`config.mk`:
```
export PLATFORM = sky130hd
export DESIGN_NAME = uart_cmd_rx
export DESIGN_NICKNAME = d
export VERILOG_FILES = /design/src/rtl/uart_cmd_pkg.sv /design/src/rtl/rx_line_sync.sv /design/src/rtl/os_tick_div.sv /design/src/rtl/rx_frame_fsm.sv /design/src/rtl/cmd_strobe_dec.sv /design/src/rtl/uart_cmd_rx.sv
export SDC_FILE = /design/constraint.sdc
export NUM_CORES = 1
export LEC_CHECK = 0
export BUFFER_PORTS_ARGS = -buffer_cell sky130_fd_sc_hd__buf_2
export CAP_MARGIN = 20
export CORE_MARGIN = 2
export CORE_UTILIZATION = 50
export CTS_CLUSTER_DIAMETER = 150
export DETAILED_ROUTE_END_ITERATION = 10
export GPL_ROUTABILITY_DRIVEN = 0
export PLACE_DENSITY = 0.67
export RECOVER_POWER = 25
export SYNTH_ARGS = -nofsm -noshare
export SYNTH_HDL_FRONTEND = slang
export SYNTH_SLANG_ARGS = --single-unit
```
`constraint.sdc`:
```
create_clock -name clk_i -period 5.58 [get_ports clk_i]
set_clock_uncertainty 0.1 [all_clocks]
set_input_delay 0.279 -clock clk_i [delete_from_list [all_inputs] [get_ports clk_i]]
set_output_delay 0.279 -clock clk_i [all_outputs]
set_load 0.1 [all_outputs]
```
`src/rtl/uart_cmd_pkg.sv`:
```
package uart_cmd_pkg;

    // Frame state machine states
    typedef enum logic [1:0] {
        RX_IDLE  = 2'd0,
        RX_START = 2'd1,
        RX_DATA  = 2'd2,
        RX_STOP  = 2'd3
    } rx_state_e;

    // Defaults for 9600 baud at 16x from 10 MHz
    localparam int unsigned DEF_CLK_DIV   = 65;
    localparam int unsigned DEF_OSR       = 16;
    localparam int unsigned DEF_DATA_BITS = 8;
    localparam int unsigned DEF_SYNC      = 2;

    // Command indices into the code table
    localparam int unsigned CMD_START = 0;
    localparam int unsigned CMD_LAP   = 1;
    localparam int unsigned CMD_RESET = 2;
    localparam int unsigned NUM_CMDS  = 3;

endpackage

```
`src/rtl/rx_line_sync.sv`:
```
module rx_line_sync #(
    parameter int unsigned STAGES    = 2,
    parameter logic        RESET_VAL = 1'b1
) (
    input  logic clk_i,
    input  logic rst_ni,
    input  logic d_i,
    output logic q_o
);

    logic [STAGES-1:0] chain_q;

    generate
        for (genvar g = 0; g < STAGES; g++) begin : g_stage
            if (g == 0) begin : g_first
                always_ff @(posedge clk_i or negedge rst_ni) begin
                    if (!rst_ni) chain_q[0] <= RESET_VAL;
                    else         chain_q[0] <= d_i;
                end
            end else begin : g_next
                always_ff @(posedge clk_i or negedge rst_ni) begin
                    if (!rst_ni) chain_q[g] <= RESET_VAL;
                    else         chain_q[g] <= chain_q[g-1];
                end
            end
        end
    endgenerate

    assign q_o = chain_q[STAGES-1];

endmodule

```
`src/rtl/os_tick_div.sv`:
```
module os_tick_div #(
    parameter int unsigned DIV = 65
) (
    input  logic clk_i,
    input  logic rst_ni,
    input  logic clr_i,
    output logic tick_o
);

    localparam int unsigned CW = (DIV > 1) ? $clog2(DIV) : 1;
    localparam logic [CW-1:0] CNT_LAST = CW'(DIV - 1);

    logic [CW-1:0] cnt_q;

    always_ff @(posedge clk_i or negedge rst_ni) begin
        if (!rst_ni) begin
            cnt_q <= '0;
        end else if (clr_i) begin
            cnt_q <= '0;
        end else if (cnt_q == CNT_LAST) begin
            cnt_q <= '0;
        end else begin
            cnt_q <= cnt_q + 1'b1;
        end
    end

    assign tick_o = !clr_i && (cnt_q == CNT_LAST);

endmodule

```
`src/rtl/rx_frame_fsm.sv`:
```
module rx_frame_fsm
    import uart_cmd_pkg::*;
#(
    parameter int unsigned OSR       = 16,
    parameter int unsigned DATA_BITS = 8
) (
    input  logic                 clk_i,
    input  logic                 rst_ni,
    input  logic                 rx_s_i,
    input  logic                 tick_i,
    output logic                 tick_clr_o,
    output logic [DATA_BITS-1:0] byte_o,
    output logic                 byte_vld_o,
    output logic                 frame_err_o,
    output rx_state_e            state_o
);

    localparam int unsigned SW = $clog2(OSR);
    localparam int unsigned BW = (DATA_BITS > 1) ? $clog2(DATA_BITS) : 1;
    localparam logic [SW-1:0] SAMP_MID  = SW'(OSR / 2 - 1);
    localparam logic [SW-1:0] SAMP_LAST = SW'(OSR - 1);
    localparam logic [BW-1:0] BIT_LAST  = BW'(DATA_BITS - 1);

    rx_state_e            state_q, state_d;
    logic [SW-1:0]        samp_q;
    logic [BW-1:0]        bit_q;
    logic [DATA_BITS-1:0] shreg_q;
    logic                 prev_q;
    logic                 fall;
    logic                 at_mid;
    logic                 at_last;

    assign fall    = prev_q && !rx_s_i;
    assign at_mid  = tick_i && (samp_q == SAMP_MID);
    assign at_last = tick_i && (samp_q == SAMP_LAST);

    // Next-state logic
    always_comb begin
        state_d = state_q;
        unique case (state_q)
            RX_IDLE: begin
                if (fall) state_d = RX_START;
            end
            RX_START: begin
                if (at_mid) state_d = rx_s_i ? RX_IDLE : RX_DATA;
            end
            RX_DATA: begin
                if (at_last && (bit_q == BIT_LAST)) state_d = RX_STOP;
            end
            RX_STOP: begin
                if (at_last) state_d = RX_IDLE;
            end
            default: state_d = RX_IDLE;
        endcase
    end

    // State register
    always_ff @(posedge clk_i or negedge rst_ni) begin
        if (!rst_ni) state_q <= RX_IDLE;
        else         state_q <= state_d;
    end

    // Sample, bit and shift datapath
    always_ff @(posedge clk_i or negedge rst_ni) begin
        if (!rst_ni) begin
            samp_q  <= '0;
            bit_q   <= '0;
            shreg_q <= '0;
            prev_q  <= 1'b1;
        end else begin
            prev_q <= rx_s_i;
            if ((state_q == RX_IDLE) || (state_d != state_q)) begin
                samp_q <= '0;
            end else if (tick_i) begin
                samp_q <= samp_q + 1'b1;
            end
            if (state_q != RX_DATA) begin
                bit_q <= '0;
            end else if (at_last) begin
                bit_q   <= bit_q + 1'b1;
                shreg_q <= {rx_s_i, shreg_q[DATA_BITS-1:1]};
            end
        end
    end

    // Output register
    always_ff @(posedge clk_i or negedge rst_ni) begin
        if (!rst_ni) begin
            byte_vld_o  <= 1'b0;
            frame_err_o <= 1'b0;
        end else begin
            byte_vld_o <= (state_q == RX_STOP) && at_last && rx_s_i;
            if ((state_q == RX_STOP) && at_last) begin
                frame_err_o <= !rx_s_i;
            end
        end
    end

    assign tick_clr_o = (state_q == RX_IDLE);
    assign byte_o     = shreg_q;
    assign state_o    = state_q;

endmodule

```
`src/rtl/cmd_strobe_dec.sv`:
```
module cmd_strobe_dec #(
    parameter int unsigned                       DATA_BITS = 8,
    parameter int unsigned                       NUM       = 3,
    parameter logic [NUM-1:0][DATA_BITS-1:0]     CODES     = '0
) (
    input  logic                 clk_i,
    input  logic                 rst_ni,
    input  logic [DATA_BITS-1:0] byte_i,
    input  logic                 vld_i,
    output logic [NUM-1:0]       strobe_o
);

    generate
        for (genvar g = 0; g < NUM; g++) begin : g_cmd
            always_ff @(posedge clk_i or negedge rst_ni) begin
                if (!rst_ni) strobe_o[g] <= 1'b0;
                else         strobe_o[g] <= vld_i && (byte_i == CODES[g]);
            end
        end
    endgenerate

endmodule

```
`src/rtl/uart_cmd_rx.sv`:
```
module uart_cmd_rx
    import uart_cmd_pkg::*;
#(
    parameter int unsigned CLK_DIV   = DEF_CLK_DIV,
    parameter int unsigned OSR       = DEF_OSR,
    parameter int unsigned DATA_BITS = DEF_DATA_BITS,
    parameter int unsigned SYNC      = DEF_SYNC,
    parameter logic [7:0]  CODE_GO   = 8'h53,
    parameter logic [7:0]  CODE_LAP  = 8'h4C,
    parameter logic [7:0]  CODE_RST  = 8'h52
) (
    input  logic clk_i,
    input  logic rst_ni,
    input  logic rx_i,
    output logic start_pause_o,
    output logic lap_o,
    output logic soft_reset_o,
    output logic frame_err_o
);

    localparam logic [NUM_CMDS-1:0][DATA_BITS-1:0] CODE_TAB =
        {DATA_BITS'(CODE_RST), DATA_BITS'(CODE_LAP), DATA_BITS'(CODE_GO)};

    logic                 rx_sync;
    logic                 tick;
    logic                 tick_clr;
    logic [DATA_BITS-1:0] rx_byte;
    logic                 rx_vld;
    logic [NUM_CMDS-1:0]  strobes;
    rx_state_e            fsm_state;

    rx_line_sync #(
        .STAGES   (SYNC),
        .RESET_VAL(1'b1)
    ) u_sync (
        .clk_i (clk_i),
        .rst_ni(rst_ni),
        .d_i   (rx_i),
        .q_o   (rx_sync)
    );

    os_tick_div #(
        .DIV(CLK_DIV)
    ) u_div (
        .clk_i (clk_i),
        .rst_ni(rst_ni),
        .clr_i (tick_clr),
        .tick_o(tick)
    );

    rx_frame_fsm #(
        .OSR      (OSR),
        .DATA_BITS(DATA_BITS)
    ) u_fsm (
        .clk_i      (clk_i),
        .rst_ni     (rst_ni),
        .rx_s_i     (rx_sync),
        .tick_i     (tick),
        .tick_clr_o (tick_clr),
        .byte_o     (rx_byte),
        .byte_vld_o (rx_vld),
        .frame_err_o(frame_err_o),
        .state_o    (fsm_state)
    );

    cmd_strobe_dec #(
        .DATA_BITS(DATA_BITS),
        .NUM      (NUM_CMDS),
        .CODES    (CODE_TAB)
    ) u_dec (
        .clk_i   (clk_i),
        .rst_ni  (rst_ni),
        .byte_i  (rx_byte),
        .vld_i   (rx_vld),
        .strobe_o(strobes)
    );

    assign start_pause_o = strobes[CMD_START];
    assign lap_o         = strobes[CMD_LAP];
    assign soft_reset_o  = strobes[CMD_RESET];

endmodule

```
==> qor.txt, run 1 <==
PnR Total Power: 0.0005732 W
first-pass GRT wire length: 3939 um
most common cell after layout, fill and taps aside: dfrtp_1
row cnt: 19
CP max stage delay: 410 ps
share of post-route cells with drive strength above 1: 20.42%
Setup TNS: 0 ps
routed wire length: 2247 um
TritonCTS buffer count: 5
XOR/XNOR share of the synthesized area: 4.667%
Net count, final: 149
CP max FO: 8
post-synthesis register bit count: 32
Die Width: 58.80 um
max-cap viol count: 1
# diodes: 0
DP Wirelength: 1621 um
Slew headroom: -8.729%
Power per Cell Area: 345.0 mW/mm2
clock net sink count: 32
final setup fails: 0
Ys Warns: 0
final worst-path cycle share: 36.27%
crit path time final: 2024 ps
syn avg cell area: 11.55 um2
Crit. End Element: register
IO buf count: 6
initial antenna violation count: 0
CTS tree: yes
DR WL/cell: 12.99 um
Crit path max-delay family: simple AND/OR/NAND/NOR gates
CTS clk-pin slew, worst paths: 100 ps
largest net degree at the start of global routing: 33
vias in the first global route: 905
unrepaired setup endpoints after global routing: false
Hold Violations, Final: 0
CTS H-tree lvls: 2
status: finished with violations
area grow syn2layout: 10.67%
Longest Clk Path Bufs: 2
total congestion overflow: 0
latest clock arrival within the worst-skew pair: 330 ps
root buf cell: clkbuf_4
Starting DRT DRC Count: 8
peak supply drop: 0.1757 mV
WS Path Type: register to register
Worst EP arrival: 2140 ps
vias per std cell: 5.439
HP Class: register to register
DRC: 0
post-synthesis cell count: 130
Adder-Cell Fraction of Synth Area: 4.167%
P_leak: 0.8275 nW
crit-path cells: ha_1 > and3_1 > nand3_4 > or2_1 > mux2_4
post-route ant nets: 0
FF+latch area: 804.5 um2
cell area after synthesis: 0.001501 mm2
gr usage total: 15.61%
Multi-input gate area: 648.1 um2
FMAX: 494.2 MHz
WP data required: 5700 ps
DR vias: 941
simple-gate share of the synthesized area: 17.67%
post-CTS setup buffer count: 0
post-synthesis compound-gate area fraction: 7.333%
fin. max-slew vios: 33
Synthesized Nets: 138
failing checks: max-capacitance violations, max-slew violations
most frequent cells in the layout: dfrtp_1 (29), nor2_1 (16), nand2_1 (8), mux2_4 (8)
die area: 0.003457 mm2
drt first pass iters: 4
I/O pin count: 7
Initial Util: 53.52%
core box area: 0.002805 mm2
worst-margin pin slew: 1631 ps
main combinational cell family by area after synthesis: simple AND/OR/NAND/NOR gates
Distinct cells, synth: 35
Worst Setup Start Kind: register
multiplexer share of the synthesized area: 9.333%
Critical path buffers and inverters: 0
hold slack: 265.3 ps
slowest CP cell: or2_1
Die Span Y: 58.80 um
FILL cells: 253
Seq/Total Area, Yosys: 53.58%
final timing paths:
| kind | from | to | slack (ps) | cells after the start |
|---|---|---|---|---|
| setup / recovery | u_fsm.samp_q[0]$_DFFE_PN0P_ | u_fsm.byte_o[1]$_DFFE_PN0P_ | 3560 | 5 |
| hold / removal | u_sync.chain_q[0]$_DFF_PN1_ | u_sync.q_o$_DFF_PN1_ | 270 | 0 |
| setup reg to reg | u_fsm.samp_q[0]$_DFFE_PN0P_ | u_fsm.byte_o[1]$_DFFE_PN0P_ | 3560 | 5 |
| hold reg to reg | u_sync.chain_q[0]$_DFF_PN1_ | u_sync.q_o$_DFF_PN1_ | 270 | 0 |
| max in group asynchronous | rst_ni | u_fsm.samp_q[1]$_DFFE_PN0P_ | 3640 | 2 |
| min in group asynchronous | rst_ni | u_fsm.byte_o[0]$_DFFE_PN0P_ | 800 | 2 |
timing repair:
item	CTS	global route
hold endpoints to repair	30	0
hold buffers	2	0
resized for setup	0	0
layout make-up:
type / instances / area share (%)
Sequential cell: 32 / 48.42
Multi-Input combinational cell: 87 / 39.01
Clock buffer: 7 / 3.916
Timing Repair Buffer: 8 / 2.937
Tap cell: 31 / 2.334
Clock inverter: 1 / 1.807
Inverter: 7 / 1.581
routing by layer:
| metal | vias to the layer above | share of wire, % | track usage (%) |
|---|---|---|---|
| met5 | - | 0 | 0 |
| met4 | 0 | 1.6 | 5.844 |
| met2 | 12 | 46 | 24.13 |
| li1 | 472 | - | - |
| met1 | 452 | 49 | 19.94 |
| met3 | 5 | 4.1 | 5.934 |
cells in the mapped netlist:
cell      instances  area [um2]
nor2_1           16       60.06
mux2_4            8       120.1
a211oi_1          1       7.510
nor3_1            2       10.01
nand2_1           8       30.03
and3_1            3       18.77
o31ai_1           1       7.510
xnor2_1           1       8.760
clkbuf_1          3       11.26
mux2i_1           2       20.02
o21ai_1           1       5.000
xor2_1            7       61.31
nor3b_1           1       7.510
or2_1             1       6.260
dfstp_2           3       78.83
inv_1             7       26.28
a21oi_1           4       20.02
a41oi_1           1       8.760
and4b_1           1       10.01
buf_6             1       11.26
o311ai_0          1       8.760
nand2b_1          2       12.51
dfrtp_1          29       725.7
a31o_2            1       8.760
a21o_1            1       7.510
nand3_4           1       17.52
nor4_1            1       6.260
and4bb_4          1       16.27
nand3_1           7       35.03
nor2_8            1       20.02
o21ai_0           4       20.02
o211ai_1          1       7.510
and3_2            2       15.01
ha_1              5       62.56
a221oi_1          1       8.760
kinds of logic after synthesis:
logic type	Yosys count
DFF	32
and+or+nand+nor	47
xor gates and xnor gates	8
AOI/OAI and AO/OA	17
buffers and inverters	11
muxes	10
adders and majority gates	5
through the flow:
stage	setup slack (ps)	utilization [%]	area (um2)	instances
floorplan	3728	-	1501	130
global placement	3583	55.17	1548	163
detailed placement	3558	55.17	1548	163
CTS	3550	59.28	1663	173
global route	3270	59.23	1662	173
finish	3556	59.23	1662	173
where the power goes:
group          switching (W)  leakage (nW)  internal, W
clock network      0.0000740        0.0515     0.000119
logic              0.0000403         0.358    0.0000402
registers          0.0000386         0.418     0.000261
total               0.000153         0.827     0.000420
sequential cells by signal (all words and copies together), names as in the netlist:
register	cells
u_fsm.state_o	2
u_fsm.prev_q	1
u_sync.chain_q	1
u_fsm.byte_vld_o	1
u_fsm.frame_err_o	1
u_fsm.bit_q	3
u_fsm.samp_q	4
u_div.cnt_q	7
u_dec.strobe_o	3
u_sync.q_o	1
u_fsm.byte_o	8
(Power assumes the default switching activity.)
==> inputs of run 2 (changes only) <==
--- a/config.mk
+++ b/config.mk
@@ -12,7 +12,7 @@
 export CTS_CLUSTER_DIAMETER = 150
 export DETAILED_ROUTE_END_ITERATION = 10
 export GPL_ROUTABILITY_DRIVEN = 0
-export PLACE_DENSITY = 0.67
+export PLACE_DENSITY = 0.7
 export RECOVER_POWER = 25
 export SYNTH_ARGS = -nofsm -noshare
 export SYNTH_HDL_FRONTEND = slang
==> constraint.sdc (replaced) <==
create_clock -name clk_i -period 1.8 [get_ports clk_i]
set_clock_uncertainty 0.1 [all_clocks]
set_input_delay 0.09 -clock clk_i [delete_from_list [all_inputs] [get_ports clk_i]]
set_output_delay 0.09 -clock clk_i [all_outputs]
set_load 0.1 [all_outputs]
==> run 2 against run 1 <==
Effect of this change:
- the flow now finishes without violations
- die area stayed put
- total power grew to 2.8 times the previous value
- combinational power grew to 4.4 times the previous value
- register-to-register slack worse by 3500 ps
- utilization is 1.7 points higher
- non-clock buffer count up 12
- cell count grew 6.4%
- clock power grew 93%
- routed wire length increased by 10%
- fmax is 15% higher
- hold slack got worse by 22 ps
- sequential share of layout area is 1.4 points lower
- highest routed layer unchanged
==> qor.txt, run 2 (synthesis gave the netlist of run 1 again) <==
slowest CP cell: dfrtp_1
Crit. End Element: register
met3 Track Usage GR: 5.934% (unchanged)
root buf cell: clkbuf_4
routed wire length: 2472 um (+10%)
Net count, final: 161 (+8.1%)
FMAX: 570.1 MHz (+15%)
DR vias: 1020 (+8.4%)
Crit path max-delay family: simple AND/OR/NAND/NOR gates
vias in the first global route: 1020 (+13%)
post-route ant nets: 0 (unchanged)
CP max FO: 8 (unchanged)
final worst-path cycle share: 97.45% (+61 points)
Die Span Y: 58.80 um (unchanged)
most common cell after layout, fill and taps aside: dfrtp_1
core box area: 0.002805 mm2 (unchanged)
max-cap viol count: 0 (-1)
final setup fails: 0 (unchanged)
PnR Total Power: 0.001627 W (+180%)
Die Width: 58.80 um (unchanged)
GR peak layer: met2
Slew headroom: 49.52% (+58 points)
first-pass GRT wire length: 4312 um (+9.5%)
P_leak: 0.8673 nW (+4.8%)
pre-CTS setup slack: -62.08 ps (-3620 ps)
IO buf count: 6 (unchanged)
latest clock arrival within the worst-skew pair: 340 ps (about the same)
Initial Util: 53.52% (unchanged)
WP data required: 1930 ps (-3770 ps)
CTS clk-pin slew, worst paths: 90 ps (about the same)
fin. max-slew vios: 0 (-100%)
max reg flops: 8 (unchanged)
CTS H-tree lvls: 2 (unchanged)
vias per std cell: 5.543 (+1.9%)
worst-margin pin slew: 757.2 ps (-873.8 ps)
I/O pin count: 7 (unchanged)
Power per Cell Area: 951.1 mW/mm2 (+180%)
clock net sink count: 32 (unchanged)
DP Wirelength: 1775 um (+9.5%)
most frequent cells in the layout: dfrtp_1 (29), nor2_1 (16), buf_4 (12)
DR WL/cell: 13.43 um (+3.4%)
met1 Usage GRT: 19.49% (-0.45 points)
status: finished, final reports clean
DRC: 0 (unchanged)
area grow syn2layout: 13.92%
CP max stage delay: 400 ps (about the same)
crit path time final: 1754 ps (-269.5 ps)
Hold Violations, Final: 0 (unchanged)
gr usage total: 16.95% (+1.3 points)
# diodes: 0 (unchanged)
share of post-route cells with drive strength above 1: 26.80% (+6.4 points)
drt first pass iters: 4 (unchanged)
CTS tree: yes
total congestion overflow: 0 (unchanged)
TritonCTS buffer count: 5 (unchanged)
Worst EP arrival: 1880 ps (-260 ps)
WS Path Type: register to register
die area: 0.003457 mm2 (unchanged)
Starting DRT DRC Count: 37 (+29)
row cnt: 19 (unchanged)
Critical path buffers and inverters: 1 (+1)
initial antenna violation count: 0 (unchanged)
Longest Clk Path Bufs: 2 (unchanged)
largest net degree at the start of global routing: 33 (unchanged)
Worst Setup Start Kind: register
met2 usage: 27.78% (+3.7 points)
crit-path cells: inv_1 > ha_1 > and4bb_4 > nand3_4 > or2_4 > mux2_4
HP Class: input port to asynchronous set/reset pin
peak supply drop: 0.6100 mV (+250%)
Setup WS post-layout: 45.87 ps (-3511 ps)
-- run 2: cell count changes in the layout (fill, tap and decap cells not counted), sizes merged --
cell,change
clkbuf,-1
buf,+12
bufinv,-1
clkinv,+1
-- run 2: power breakdown --
part,switching [W],internal (W)
combinational,0.000175,0.000180
sequential,0.0000906,0.000809
clock,0.000228,0.000143
total,0.000494,0.00113
-- run 2: final cells by class --
type                            count  area [um2]
Tap cell                           31       38.79
Fill cell                         222        1095
Clock inverter                      1       5.005
Inverter                            7       26.28
Sequential cell                    32       804.5
Multi-Input combinational cell     87       654.4
Timing Repair Buffer               20       140.1
Clock buffer                        6       41.29
-- run 2: metrics by stage --
stage	TNS, ps	utilization (%)	hold slack (ps)	std cells	area (um2)
5_1_grt	-24.40	60.97	269.6	184	1710
3_3_place_gp	-172.2	58.12	61.37	174	1630
4_1_cts	0	60.57	239.0	183	1699
6_report	0	60.97	243.1	184	1710
2_1_floorplan	-270.7	-	-305.6	130	1501
3_5_place_dp	-455.2	58.12	70.97	174	1630
-- run 2: path summary, 6_finish.rpt --
| kind | startpoint | endpoint | slack, ps | cells past startpoint |
|---|---|---|---|---|
| setup / recovery | u_div.cnt_q[1]$_DFF_PN0_ | u_fsm.byte_o[2]$_DFFE_PN0P_ | 50 | 6 |
| hold / removal | rst_ni | u_dec.strobe_o[0]$_DFF_PN0_ | 240 | 2 |
| setup reg to reg | u_div.cnt_q[1]$_DFF_PN0_ | u_fsm.byte_o[2]$_DFFE_PN0P_ | 50 | 6 |
| hold reg to reg | u_sync.chain_q[0]$_DFF_PN1_ | u_sync.q_o$_DFF_PN1_ | 270 | 0 |
| max in group asynchronous | rst_ni | u_fsm.state_o[1]$_DFF_PN0_ | 880 | 2 |
| min in group clk_i | u_sync.chain_q[0]$_DFF_PN1_ | u_sync.q_o$_DFF_PN1_ | 270 | 0 |
-- run 2: repair_timing --
action | 4_1_cts | 5_1_grt
hold buffers | 2 | 0
resized for setup | 1 | 1
endpoints found under the hold margin | 30 | 0
setup buffers | 0 | 1
setup endpoints to repair | 8 | 3
pin swaps | 0 | 1
-- run 2: per-layer routing --
layer	routed length (um)	vias to the layer above
li1	-	497
met1	1155	493
met2	1166	25
met3	100	5
met4	51	0
met5	0	-
-- run 2: worst reg2reg max path, delay by kind of cell, from the launching register on --
kind | cells | cell delay (ps)
buffers and inverters | 1 | 70
flip-flops | 1 | 400
multiplexers | 1 | 320
adder cells (fa/ha/maj) | 1 | 140
AND/OR/NAND/NOR | 3 | 620
